$ cat config.mk
export PLATFORM = sky130hd
export DESIGN_NAME = spare_lane_xbar
export DESIGN_NICKNAME = d
export VERILOG_FILES = /design/src/rtl/spare_xbar_pkg.sv /design/src/rtl/spare_sel_reg.sv /design/src/rtl/spare_lane_mux.sv /design/src/rtl/spare_tst_mux.sv /design/src/rtl/spare_lane_xbar.sv
export SDC_FILE = /design/constraint.sdc
export NUM_CORES = 1
export LEC_CHECK = 0
export BUFFER_PORTS_ARGS = -buffer_cell sky130_fd_sc_hd__buf_2
export CAP_MARGIN = 20
export CORE_MARGIN = 3
export CORE_UTILIZATION = 30
export CTS_CLUSTER_SIZE = 8
export DETAILED_ROUTE_END_ITERATION = 8
export PLACE_DENSITY_LB_ADDON = 0.05
export SKIP_LAST_GASP = 1
export SYNTH_ARGS = -nofsm -noshare
export SYNTH_HDL_FRONTEND = slang
export SYNTH_SLANG_ARGS = --single-unit
$ cat constraint.sdc
create_clock -name clk_i -period 3.65 [get_ports clk_i]
set_input_delay 0.73 -clock clk_i [delete_from_list [all_inputs] [get_ports clk_i]]
set_output_delay 0.73 -clock clk_i [all_outputs]
set_load 0.02 [all_outputs]
$ cat src/rtl/spare_xbar_pkg.sv
package spare_xbar_pkg;
  function automatic int unsigned sel_width(input int unsigned n_ch);
    return $clog2(n_ch + 1);
  endfunction
endpackage

$ cat src/rtl/spare_sel_reg.sv
module spare_sel_reg #(
  parameter int unsigned NUM_CH = 6,
  parameter int unsigned SEL_W  = 3
) (
  input  logic              clk_i,
  input  logic              rst_ni,
  input  logic              we_i,
  input  logic [SEL_W-1:0]  wdata_i,
  output logic [SEL_W-1:0]  sel_o,
  output logic [NUM_CH-1:0] oh_o,
  output logic [NUM_CH-1:0] resync_o
);
  localparam logic [SEL_W-1:0] NONE   = {SEL_W{1'b1}};
  localparam logic [SEL_W-1:0] N_CODE = SEL_W'(NUM_CH);

  logic [SEL_W-1:0]  sel_q, wr_norm;
  logic [NUM_CH-1:0] resync_q, oh_new;

  // codes at or above NUM_CH collapse onto NONE
  assign wr_norm = (wdata_i < N_CODE) ? wdata_i : NONE;

  always_comb begin
    for (int k = 0; k < NUM_CH; k++) begin
      oh_o[k]   = (sel_q == SEL_W'(k));
      oh_new[k] = (wr_norm == SEL_W'(k));
    end
  end

  always_ff @(posedge clk_i or negedge rst_ni) begin
    if (!rst_ni) begin
      sel_q    <= NONE;
      resync_q <= '0;
    end else begin
      resync_q <= (we_i && wr_norm != sel_q) ? (oh_o | oh_new) : '0;
      if (we_i) sel_q <= wr_norm;
    end
  end

  assign sel_o    = sel_q;
  assign resync_o = resync_q;
endmodule

$ cat src/rtl/spare_lane_mux.sv
module spare_lane_mux #(
  parameter int unsigned NUM_CH = 6,
  parameter int unsigned LANE_W = 1
) (
  input  logic [NUM_CH*LANE_W-1:0] prim_i,
  input  logic [LANE_W-1:0]        spare_i,
  input  logic [NUM_CH-1:0]        oh_i,
  output logic [NUM_CH*LANE_W-1:0] ch_o
);
  for (genvar k = 0; k < NUM_CH; k++) begin : g_ch
    assign ch_o[k*LANE_W +: LANE_W] = oh_i[k] ? spare_i : prim_i[k*LANE_W +: LANE_W];
  end
endmodule

$ cat src/rtl/spare_tst_mux.sv
module spare_tst_mux #(
  parameter int unsigned NUM_CH = 6,
  parameter int unsigned LANE_W = 1
) (
  input  logic [NUM_CH*LANE_W-1:0] prim_i,
  input  logic [NUM_CH-1:0]        oh_i,
  output logic [LANE_W-1:0]        tst_o
);
  // AND-OR select; zero when no bit of oh_i is set
  always_comb begin
    tst_o = '0;
    for (int k = 0; k < NUM_CH; k++)
      tst_o = tst_o | (prim_i[k*LANE_W +: LANE_W] & {LANE_W{oh_i[k]}});
  end
endmodule

$ cat src/rtl/spare_lane_xbar.sv
module spare_lane_xbar #(
  parameter int unsigned NUM_CH = 6,
  parameter int unsigned LANE_W = 1,
  localparam int unsigned SEL_W = spare_xbar_pkg::sel_width(NUM_CH)
) (
  input  logic                     clk_i,
  input  logic                     rst_ni,
  input  logic                     sel_we_i,
  input  logic [SEL_W-1:0]         sel_wdata_i,
  input  logic [NUM_CH*LANE_W-1:0] prim_i,
  input  logic [LANE_W-1:0]        spare_i,
  output logic [NUM_CH*LANE_W-1:0] ch_o,
  output logic [LANE_W-1:0]        tst_o,
  output logic [NUM_CH-1:0]        resync_o
);
  logic [SEL_W-1:0]  sel_w;
  logic [NUM_CH-1:0] oh_w;

  spare_sel_reg #(.NUM_CH(NUM_CH), .SEL_W(SEL_W)) u_sel (
    .clk_i, .rst_ni, .we_i(sel_we_i), .wdata_i(sel_wdata_i),
    .sel_o(sel_w), .oh_o(oh_w), .resync_o(resync_o)
  );

  spare_lane_mux #(.NUM_CH(NUM_CH), .LANE_W(LANE_W)) u_lane (
    .prim_i, .spare_i, .oh_i(oh_w), .ch_o
  );

  spare_tst_mux #(.NUM_CH(NUM_CH), .LANE_W(LANE_W)) u_tst (
    .prim_i, .oh_i(oh_w), .tst_o
  );
endmodule

Word level (Yosys, flattened, before mapping)
Index checks and enable logic that the tools add are counted.
{"block": "word_totals", "register_bits": 9, "latch_bits": 0, "ramBits": 0, "mem_bits_ro": 0, "in_bits": 13, "out_inout_bits": 13, "elab_cells": 37, "n_memories": 0}
{"block": "op_classes", "n_addsub": 0, "mul": 0, "div_mod_pow": 0, "order_cmp": 1, "eq_ne": 11, "shifts": 0, "muxes": 8, "bitwise_logic": 12, "n_reduce_logical": 3}
{"cell": "equality test 3 x 2 -> 1 bit, second input constant", "n": 4}
{"cell": "equality test 3 bit, second input constant", "n": 4}
{"cell": "bitwise AND 1 bit", "n": 6}
{"cell": "equality test 3 x 1 -> 1 bit, second input constant", "n": 2}
{"cell": "zero test 3 bit", "n": 2}
{"cell": "2-to-1 mux 1 bit", "n": 6}
{"cell": "2-to-1 mux 6 bit", "n": 1}
{"cell": "bitwise OR 6 bit", "n": 1}
{"cell": "bitwise OR 1 bit", "n": 5}
{"cell": "less-than comparator 3 bit, second input constant", "n": 1}
{"cell": "2-to-1 mux 3 bit", "n": 1}
{"cell": "inequality test 3 bit", "n": 1}
{"cell": "logical AND 1 bit", "n": 1}

Logic depth before layout (Yosys ltp)
Gate-level depths: netlist (run 1).
{"block": "logic_depth", "word_depth": 7, "ltp_mapped": 4, "mapped_depth_nobuf": 3}

By module
A second synthesis (run 1) with hierarchy kept.
{"block": "hier_totals", "hier_cells": 57, "hier_area_um2": 644.4}
{"module": "spare_sel_reg", "instances": 1, "cells_per_inst": 47, "area_per_inst_um2": 526.8, "seq_area_each_um2": 229.0}
{"module": "spare_lane_mux", "instances": 1, "cells_per_inst": 6, "area_per_inst_um2": 90.1, "seq_area_each_um2": 0.0}
{"module": "spare_tst_mux", "instances": 1, "cells_per_inst": 4, "area_per_inst_um2": 27.5, "seq_area_each_um2": 0.0}

Worst setup path before layout (run 1)
No wires, ideal clock.
{"block": "synth_timing", "path_kind": "register to output", "startpoint": "register u_sel.sel_q[0], in the netlist u_sel.sel_o[0]", "endpoint": "output tst_o", "arrival_ns": 1.469, "t_required_ns": 2.920, "slack_ns": 1.451, "stages_incl_launch_ff": 5, "n_path_buf": 1, "path_cell_list": "dfstp_2 > buf_2 > mux2i_1 > o21a_1 > o21ai_0"}
{"block": "synth_via", "elab_chain_cells": 7, "elab_cells_between_ends": 17, "classes_between": "5 x eq/ne; 11 x bitwise; 1 x reduce/logical"}
{"item": "start, declared", "line_no": "spare_sel_reg.sv:16", "rtl": "logic [SEL_W-1:0] sel_q, wr_norm;"}
{"item": "start signal, assigned", "line_no": "spare_sel_reg.sv:35", "rtl": "if (we_i) sel_q <= wr_norm;"}
{"item": "equality test 3 x 1 -> 1 bit / zero test 3 bit (equally long branches)", "line_no": "spare_sel_reg.sv:24", "rtl": "oh_o[k] = (sel_q == SEL_W'(k));"}
{"item": "bitwise AND 1 bit", "line_no": "spare_tst_mux.sv:13", "rtl": "tst_o = tst_o | (prim_i[k*LANE_W +: LANE_W] & {LANE_W{oh_i[k]}});"}
{"item": "bitwise OR 1 bit (4 in series)", "line_no": "spare_tst_mux.sv:13"}
{"item": "bitwise OR 1 bit *", "line_no": "spare_tst_mux.sv:13"}
{"item": "end, declared", "line_no": "spare_lane_xbar.sv:13", "rtl": "output logic [LANE_W-1:0] tst_o,"}
Every way passes the cells marked *; elsewhere a longest branch is shown, timed or not.

Final worst setup path (run 1)
{"block": "layout_timing", "startpoint": "register u_sel.sel_q[0], in the netlist u_sel.sel_o[0]", "endpoint": "output ch_o[1]"}
{"block": "layout_via", "elab_chain_cells": 2}
{"item": "equality test 3 x 1 -> 1 bit", "line_no": "spare_sel_reg.sv:24"}
{"item": "2-to-1 mux 1 bit", "line_no": "spare_lane_mux.sv:11", "rtl": "assign ch_o[k*LANE_W +: LANE_W] = oh_i[k] ? spare_i : prim_i[k*LANE_W +: LANE_W];"}
{"item": "end, declared", "line_no": "spare_lane_xbar.sv:12", "rtl": "output logic [NUM_CH*LANE_W-1:0] ch_o,"}
No other way between the ends.

==> results.md, run 1 <==
* Final WL at 1480 um
* Worst setup SP type: flip-flop
* Worst r2r src: u_sel.sel_o[0]
* Placer Congestion at 0.708
* Final setup vio count at 0
* Hold Fails Final Rpt at 0
* Share of cells above drive strength 1 at 0.495
* Area share of the largest cell type after synthesis at 0.226
* Area of the multi-input gates at 389 sq um
* Final cycle utilization of the critical path at 0.713
* Setup Skew at roughly 0.0016 ns
* # clock sinks at 9
* Vias per std cell at about 5.0
* Die extent in y at 53.1 um
* GR Overflow Total at 0
* Chip Width at 53.1 um
* Yosys reg bits at 9
* RSZ-0062 raised after global routing: false
* Synth Warn # at 0
* Net Switching at 0.0953 mW
* Smallest hold slack at 0.316 ns
* Number of diodes at 0
* Largest net degree at the start of global routing at 17
* Data arrival, critical path at 1.87 ns
* Post-Route Setup TNS at 0 ns
* Die ar. at approximately 2800 sq um
* Flop pwr share at 0.433
* Initial antenna violation count at 0
* Number of port buffers at 25
* Reg2reg end: u_sel.resync_o[1]
* Status: finished, final reports clean
* Worst Setup Slack, final at approximately 1.0 ns
* Vias in the first global route at 501
* Core box area at about 2000 sq um
* Register area share after synthesis at 0.345
* Initial DRC Count at 6
* Nets at 105
* Finished Cell Area at 815 sq um
* Worst hold-check path type: primary input to async pin
* I/O pin total at 26
* Post-Syn Area at approximately 660 sq um
* Maxcap violations at 0
* Cell variety after synth at 30
* Post-cts sizing count at 0
* Hold buffers post-CTS at 0
* R2R cell count at 3
* Area Overhead vs Synth at 22.6%
* Worst-Skew Late Latency at 0.25 ns
* Switching Fraction at 0.334
* GRT Resource Usage Total at 0.116
* Static Leakage at 0.364 nW
* Reg clk slew, reported paths at about 0.060 ns
* Routed vias at 592
* CP required at 2.92 ns
* FMAX at 384 MHz
* Post-synthesis cell count at 68
* Maximum fanout along the worst path at 16
* Total power at approximately 0.29 mW
* Slew headroom at 0.763
* FF-to-FF setup slack at 2.17 ns
* Top cells by area, synth: dfrtp_1 (23%), mux2_2 (15%), dfstp_2 (12%)
* CTS Root Buffer Type: clkbuf_4
* Placed Cells incl. Taps at between 100 and 150
* Final Critical Period at 2.60 ns
* # Post-CTS Setup Buffers at 0
* Core Rows at 16
* Max H-tree Level at 1
* DP Wirelength at 1140 um
* Worst vdd ir at 0.120 mV
* Pint at between 0.15 and 0.2 mW
* Max Root-Sink Buffers at 2
* DRT Pass-1 Iters at 5
* FILL cells at 220
* Residual DRC count at 0
* Net count after synthesis at 81
* Pwr dens at 350 nW/um^2
* Leading area contributor after synthesis: dfrtp_1
* FF+latch area at 229 sq um
* Starting Density at 0.329
* Pre-CTS setup slack at 1.34 ns
* First-pass GRT wire length at ~2300 um
* Num CTS Buffers at 3
* Final std cells w/o fill at 118
* Combinational power share at 0.300
* CP Capture Type: output pin
* Clk pwr share at 0.267
* Post-route antenna net violation count at 0
* Dpl cell area at between 700 and 800 sq um
* CTS tree: done
* WL/cell at 12.5 um
* Slew @ Worst Pin at between 0.3 and 0.4 ns
* Crit path kind: flip-flop to output pin
* Fin util at 0.403
* Syn avg cell area at 9.77 sq um
* Max-slew violations at 0
[registers in the layout (all words and copies together) (netlist names)]
name,count
u_sel.sel_o,3
u_sel.resync_o,6
[area by class of cell]
type / instances / share of cell area
flip-flops and latches: 9 / 0.281
inverters: 3 / 0.0138
multi-input cells: 50 / 0.478
well taps: 27 / 0.0415
repair buffers: 25 / 0.154
clock buffers: 4 / 0.0323
[synth_stat cells (all sizes together)]
cell type  number
a21oi           5
a22oi           1
a31oi           1
a32oi           2
and2b           1
buf             5
clkbuf          1
dfrtp           6
dfstp           3
inv             3
mux2            9
mux2i           1
nand2           3
nand3           2
nand3b          1
nand4bb         1
nor2            5
nor2b           1
nor3            3
nor3b           4
nor4            2
o21a            1
o21ai           2
o221ai          1
or2             1
or3b            1
or4             1
xor2            1
[placed cells by master, fill, tap and decap left out, drive strengths merged, types with 3 or more instances in the layout]
cell type / count
buf: 25
clkbuf: 4
inv: 3
nor3: 3
nand2: 3
nor3b: 4
mux2: 9
dfstp: 3
dfrtp: 6
a21oi: 5
nor2: 5
[per-layer routing]
metal / vias up / global-route usage / part of all wire
met2: 24 / 0.163 / 0.46
li1: 294 / - / -
met3: 0 / 0.0254 / 0.068
met5: - / 0 / 0
met1: 274 / 0.166 / 0.47
met4: 0 / 0.0511 / 0
[cells by family after synthesis]
group                  after synthesis  share of synthesized area
multiplexers                        10                      0.168
buffers and inverters                9                     0.0697
AO/OA/AOI/OAI                       13                      0.151
flip-flops                           9                      0.345
XOR/XNOR                             1                     0.0245
AND/OR/NAND/NOR                     26                      0.243
[how the worst max path moves through the flow]
stage | startpoint | end | slack, ns | cells after the start
after floorplan | u_sel.sel_o[0] | tst_o | 1.45 | 4
after global placement | u_sel.sel_o[0] | ch_o[1] | 1.32 | 3
after detailed placement | u_sel.sel_o[0] | ch_o[1] | 1.34 | 3
after CTS | u_sel.sel_o[0] | ch_o[1] | 1.05 | 3
after global routing | u_sel.sel_o[0] | ch_o[1] | 0.96 | 3
final | u_sel.sel_o[0] | ch_o[1] | 1.05 | 3
[power by group through the flow]
stage | Sequential [mW] | Combinational (mW) | Clock (mW)
after detailed placement | 0.125 | 0.0866 | 0
after global placement | 0.125 | 0.0874 | 0
after CTS | 0.124 | 0.0870 | 0.0799
final | 0.124 | 0.0857 | 0.0763
after global routing | 0.125 | 0.0936 | 0.0854
after floorplan | 0.122 | 0.0632 | 0
[critical path, cell delays in order, from the launching register on]
cell     delay [ns]
dfstp_2        0.71
nor3b_1        0.37
mux2_2         0.38
buf_2          0.16
(Power assumes the default switching activity.)
==> run 2, diff against run 1 <==
ABC_AREA = 1   (was default)
clock period = 2.4 ns   (was 3.65 ns; I/O delays follow)
==> results.md, run 2 <==
* Status: finished, final reports clean
* Reg clk slew, reported paths at roughly 0.06 ns
* Num CTS Buffers at 3
* Net count after synthesis at about 100
* Top post-synthesis cells by count: nand2_1 (23), inv_1 (13), nor2_1 (12), nand3_1 (10), o21ai_0 (10)
* GRT Resource Usage Total at 0.126
* Area Overhead vs Synth at 29.6%
* FMAX at a little over 500 MHz
* Vias per std cell at 4.45
* CTS Root Buffer Type: clkbuf_4
* Worst setup SP type: flip-flop
* Routed vias at 628
* Core box area at between 1500 and 2000 sq um
* Placer Congestion at 0.898
* FF-to-FF setup slack at 1.19 ns
* Top cells by area, synth: dfrtp_1 (26%), nand2_1 (15%), dfstp_2 (14%)
* Setup Skew at ~0.0013 ns
* Commonest non-fill, non-tap cell in the layout: buf_2
* # Post-CTS Setup Buffers at 0
* Maximum fanout along the worst path at 7
* Dpl cell area at between 700 and 800 sq um
* Max reg flops at 6
* Starting Density at 0.325
* Asr flop ratio synth at 1.00
* Core Rows at 15
* Largest net degree at the start of global routing at 10
* Post-route antenna net violation count at 0
* Post-cts sizing count at 0
* Syn avg cell area at 6.58 sq um
* Static Leakage at about 0.44 nW
* FILL cells at ~210
* Share of cells above drive strength 1 at 0.302
* CTS tree: done
* Finished Cell Area at around 750 sq um
* Max-slew violations at 0
* DP Wirelength at 1170 um
* R2R cell count at 7
* Cell variety after synth at 12
* Worst vdd ir at 0.307 mV
* Slew headroom at 0.825
* Area share of the largest cell type after synthesis at 0.259
* Die ar. at approximately 2500 sq um
* Hold Fails Final Rpt at 0
* Maxcap violations at 0
* Smallest hold slack at 0.0622 ns
* Number of enable flip-flop cells after synthesis at 0
* Max Root-Sink Buffers at 2
* GR Overflow Total at 0
* Post-Syn Area at 579 sq um
* Worst-Skew Late Latency at approximately 0.25 ns
* Top-count cell post-synth: nand2_1
* # clock sinks at 9
* Fin util at 0.421
* Slew @ Worst Pin at 0.260 ns
* Final Critical Period at 1.95 ns
* CP Capture Type: output pin
* Vias in the first global route at 525
* DRT Pass-1 Iters at 4
* CP required at around 1.9 ns
* WL/cell at 10.1 um
* Top_reg_cell synth: dfrtp_1
* Pwr dens at 557 nW/um^2
* Initial DRC Count at 20
* Hold buffers post-CTS at 0
* Area of the multi-input gates at 279 sq um
* Max H-tree Level at 1
* Most frequent cells in the layout: buf_2 (25), nand2_1 (23), inv_1 (13)
* Final cycle utilization of the critical path at 0.811
* Final setup vio count at 0
* Worst r2r src: u_sel.sel_o[2]
* Reg2reg end: u_sel.resync_o[1]
* Post-synthesis cell count at 88
* Yosys reg bits at 9
* First-pass GRT wire length at ~2400 um
* Post-Route Setup TNS at 0 ns
* Worst hold-check path type: primary input to async pin
* Number of port buffers at 25
* Die extent in y at between 40 and 50 um
* FF+latch area at 229 sq um
* Final WL at 1420 um
* Data arrival, critical path at 1.47 ns
* Register area share after synthesis at 0.395
* Chip Width at 49.9 um
* Number of diodes at 0
* RSZ-0062 raised after global routing: false
* Nets at 130
* Crit path kind: flip-flop to output pin
* I/O pin total at 26
* Initial antenna violation count at 0
* Residual DRC count at 0
* Synth Warn # at 0
* Leading area contributor after synthesis: dfrtp_1
-- run 2: power by group --
| part | internal (mW) | total, mW | switching, mW |
|---|---|---|---|
| clock | 0.0637 | 0.111 | 0.0468 |
| combinational | 0.0435 | 0.131 | 0.0875 |
| sequential | 0.167 | 0.176 | 0.00932 |
-- run 2: stage by stage --
| step | worst slack (ns) | instances | total power, mW |
|---|---|---|---|
| after detailed placement | 0.726 | 137 | 0.312 |
| final | 0.453 | 141 | 0.418 |
| after global placement | 0.711 | 137 | 0.312 |
| after floorplan | 0.727 | 88 | 0.262 |
| after global routing | 0.339 | 141 | 0.452 |
| after CTS | 0.443 | 141 | 0.426 |
-- run 2: final cells by class --
cell class	count	share of cell area
multi-input combinational	62	0.372
sequential	9	0.305
timing repair buffer	25	0.167
inverter	16	0.0800
tap	25	0.0417
clock buffer	4	0.0350
-- run 2: how the worst max path moves through the flow --
| stage | startpoint | end | cells past startpoint |
|---|---|---|---|
| after floorplan | u_sel.sel_o[0] | ch_o[3] | 2 |
| after global placement | u_sel.sel_o[0] | tst_o | 6 |
| after detailed placement | u_sel.sel_o[0] | tst_o | 6 |
| after CTS | u_sel.sel_o[0] | tst_o | 6 |
| after global routing | u_sel.sel_o[0] | tst_o | 6 |
| final | u_sel.sel_o[0] | tst_o | 6 |
-- run 2: metal layers --
layer,GRT usage,share of wire
met5,0,0
met4,0.0276,0
met3,0.0604,0.069
met2,0.178,0.46
met1,0.170,0.47
-- run 2: cells by family (layout without fill, tap and decap cells) --
group,Yosys count,after routing,share of synthesized area
compound gates,13,13,0.125
buf+inv,17,45,0.123
flops,9,9,0.395
simple gates,49,49,0.356
-- run 2: critical path: stages, from the launching register on --
cell	delay, ns
dfstp_2	0.60
inv_2	0.09
nand3_1	0.15
nor2_1	0.06
nor2_1	0.09
nand3_1	0.07
buf_2	0.16
==> run 3, diff against run 2 <==
clock period = 1.64 ns   (was 2.4 ns; I/O delays follow)
==> results.md, run 3 (synthesis results as in run 2) <==
* Initial DRC Count at 8
* CP required at approximately 1.3 ns
* Worst setup SP type: flip-flop
* Setup Skew at 0.00119 ns
* FF-to-FF setup slack at 0.28 ns
* Core Rows at 15
* CTS Root Buffer Type: clkbuf_4
* WL/cell at around 10 um
* DP Wirelength at around 1200 um
* Number of port buffers at 25
* GR Overflow Total at 0
* Vias in the first global route at 536
* Die extent in y at 49.9 um
* Vias per std cell at 4.43
* Max-slew violations at 0
* Clk pwr share at 0.241
* Initial antenna violation count at 0
* Num CTS Buffers at 3
* Most frequent cells in the layout: nand2_1 (23), buf_2 (20), inv_1 (13)
* Final setup vio count at 7
* FILL cells at 200
* Final Critical Period at 1.75 ns
* Post-route antenna net violation count at 0
* Pint at 0.440 mW
* CP Capture Type: output pin
* Pre-CTS setup slack at 0.118 ns
* Max H-tree Level at 1
* Final WL at 1530 um
* Max Root-Sink Buffers at 2
* Number of stages on the worst hold path at 2
* Worst vdd ir at 0.476 mV
* Flop pwr share at 0.387
* Min-Delay Endpoint: u_sel.sel_o[0]
* Worst-Skew Late Latency at 0.25 ns
* Placer Congestion at 0.897
* Data arrival, critical path at 1.42 ns
* Maxcap violations at 0
* Hold Startpoint: sel_we_i
* Number of diodes at 0
* I/O pin total at 26
* FMAX at 571 MHz
* Combinational power share at 0.372
* Static Leakage at a little under 0.5 nW
* DRT Pass-1 Iters at 4
* Share of cells above drive strength 1 at 0.374
* Slew @ Worst Pin at roughly 0.27 ns
* Switching Fraction at 0.346
* Pwr dens at 763 nW/um^2
* Commonest non-fill, non-tap cell in the layout: nand2_1
* Crit path kind: flip-flop to output pin
* Slew headroom at 0.820
* Area Overhead vs Synth at 52.1%
* Worst hold-check path type: primary input to flip-flop
* Final cycle utilization of the critical path at 1.07
* RSZ-0062 raised after global routing: true
* Largest net degree at the start of global routing at 10
* Maximum fanout along the worst path at 4
* Smallest hold slack at 0.304 ns
* Die ar. at 2490 sq um
* First-pass GRT wire length at about 2400 um
* Status: finished with violations
* Total power at 0.672 mW
* Reg clk slew, reported paths at 0.05 ns
* CTS tree: done
* Starting Density at 0.325
* Core box area at ~1800 sq um
* Max reg flops at 6
* Chip Width at 49.9 um
* Failing checks: setup timing
* Reg2reg end: u_sel.resync_o[1]
* # clock sinks at 9
* Residual DRC count at 0
* Worst r2r src: u_sel.sel_o[1]
* Hold Fails Final Rpt at 0
* Nets at 137
* GRT Resource Usage Total at 0.130
* Net Switching at 0.232 mW
* Routed vias at between 600 and 700
* Worst Setup Slack, final at -0.111 ns
* R2R cell count at 8
==> run 3: changes by cell type in the layout (fill, tap and decap cells not counted) <==
cell / change
buf_12: +1
buf_2: -5
buf_4: +10
clkinv_4: +1
dlygate4sd3_1: +1
inv_2: -3
inv_4: +2
nand3_1: -5
nand3_2: +3
nand3_4: +2
o21ai_0: -4
o21ai_1: +4
==> run 3: area by class of cell <==
type | count | area (sq um) | share of cell area
clock buffers | 4 | 26.3 | 0.0298
multi-input cells | 62 | 319 | 0.362
flip-flops and latches | 9 | 229 | 0.260
inverters | 16 | 70.1 | 0.0795
repair buffers | 32 | 205 | 0.233
well taps | 25 | 31.3 | 0.0355
==> run 3: how the worst max path moves through the flow <==
stage / start / to / slack [ns]
2_1_floorplan: u_sel.sel_o[0] / ch_o[3] / 0.12
3_3_place_gp: u_sel.sel_o[0] / tst_o / 0.10
3_5_place_dp: u_sel.sel_o[0] / tst_o / 0.12
4_1_cts: u_sel.sel_o[2] / tst_o / -0.09
5_1_grt: u_sel.sel_o[1] / ch_o[4] / -0.19
6_report: u_sel.sel_o[0] / tst_o / -0.11
==> run 3: power groups by stage <==
| stage | sequential [mW] | clock [mW] | combinational [mW] |
|---|---|---|---|
| global placement | 0.261 | 0 | 0.195 |
| global route | 0.262 | 0.186 | 0.276 |
| CTS | 0.258 | 0.171 | 0.215 |
| floorplan | 0.272 | 0 | 0.112 |
| finish | 0.260 | 0.162 | 0.250 |
| detailed placement | 0.261 | 0 | 0.195 |
==> run 3: worst max-delay path, cell delays in order (launching register included) <==
cell and delay [ns]:
dfstp_2 0.60, buf_4 0.15, nand4_1 0.09, nand2_1 0.09, nor2_1 0.04, nand3_1 0.06, buf_4 0.14
==> run 3: what timing repair did <==
action                     4_1_cts  5_1_grt
hold buffers                     1        0
buffers inserted                 2        4
setup endpoints to repair        7        7
pin swaps                        0        1
hold endpoints to repair         6        0
resized for setup                9       11
==> run 3: per-stage QoR <==
step                      utilization  TNS (ns)  cell area (sq um)  cells
after global placement          0.406         0                724    137
after global routing            0.494    -0.936                881    148
after CTS                       0.449    -0.272                801    144
after floorplan                     -         0                579     88
after detailed placement        0.406         0                724    137
final                           0.494    -0.410                881    148
==> run 3: per-layer routing <==
metal	global-route usage	part of all wire
met1	0.181	0.45
met2	0.181	0.49
met3	0.0604	0.062
met4	0.0276	0
met5	0	0
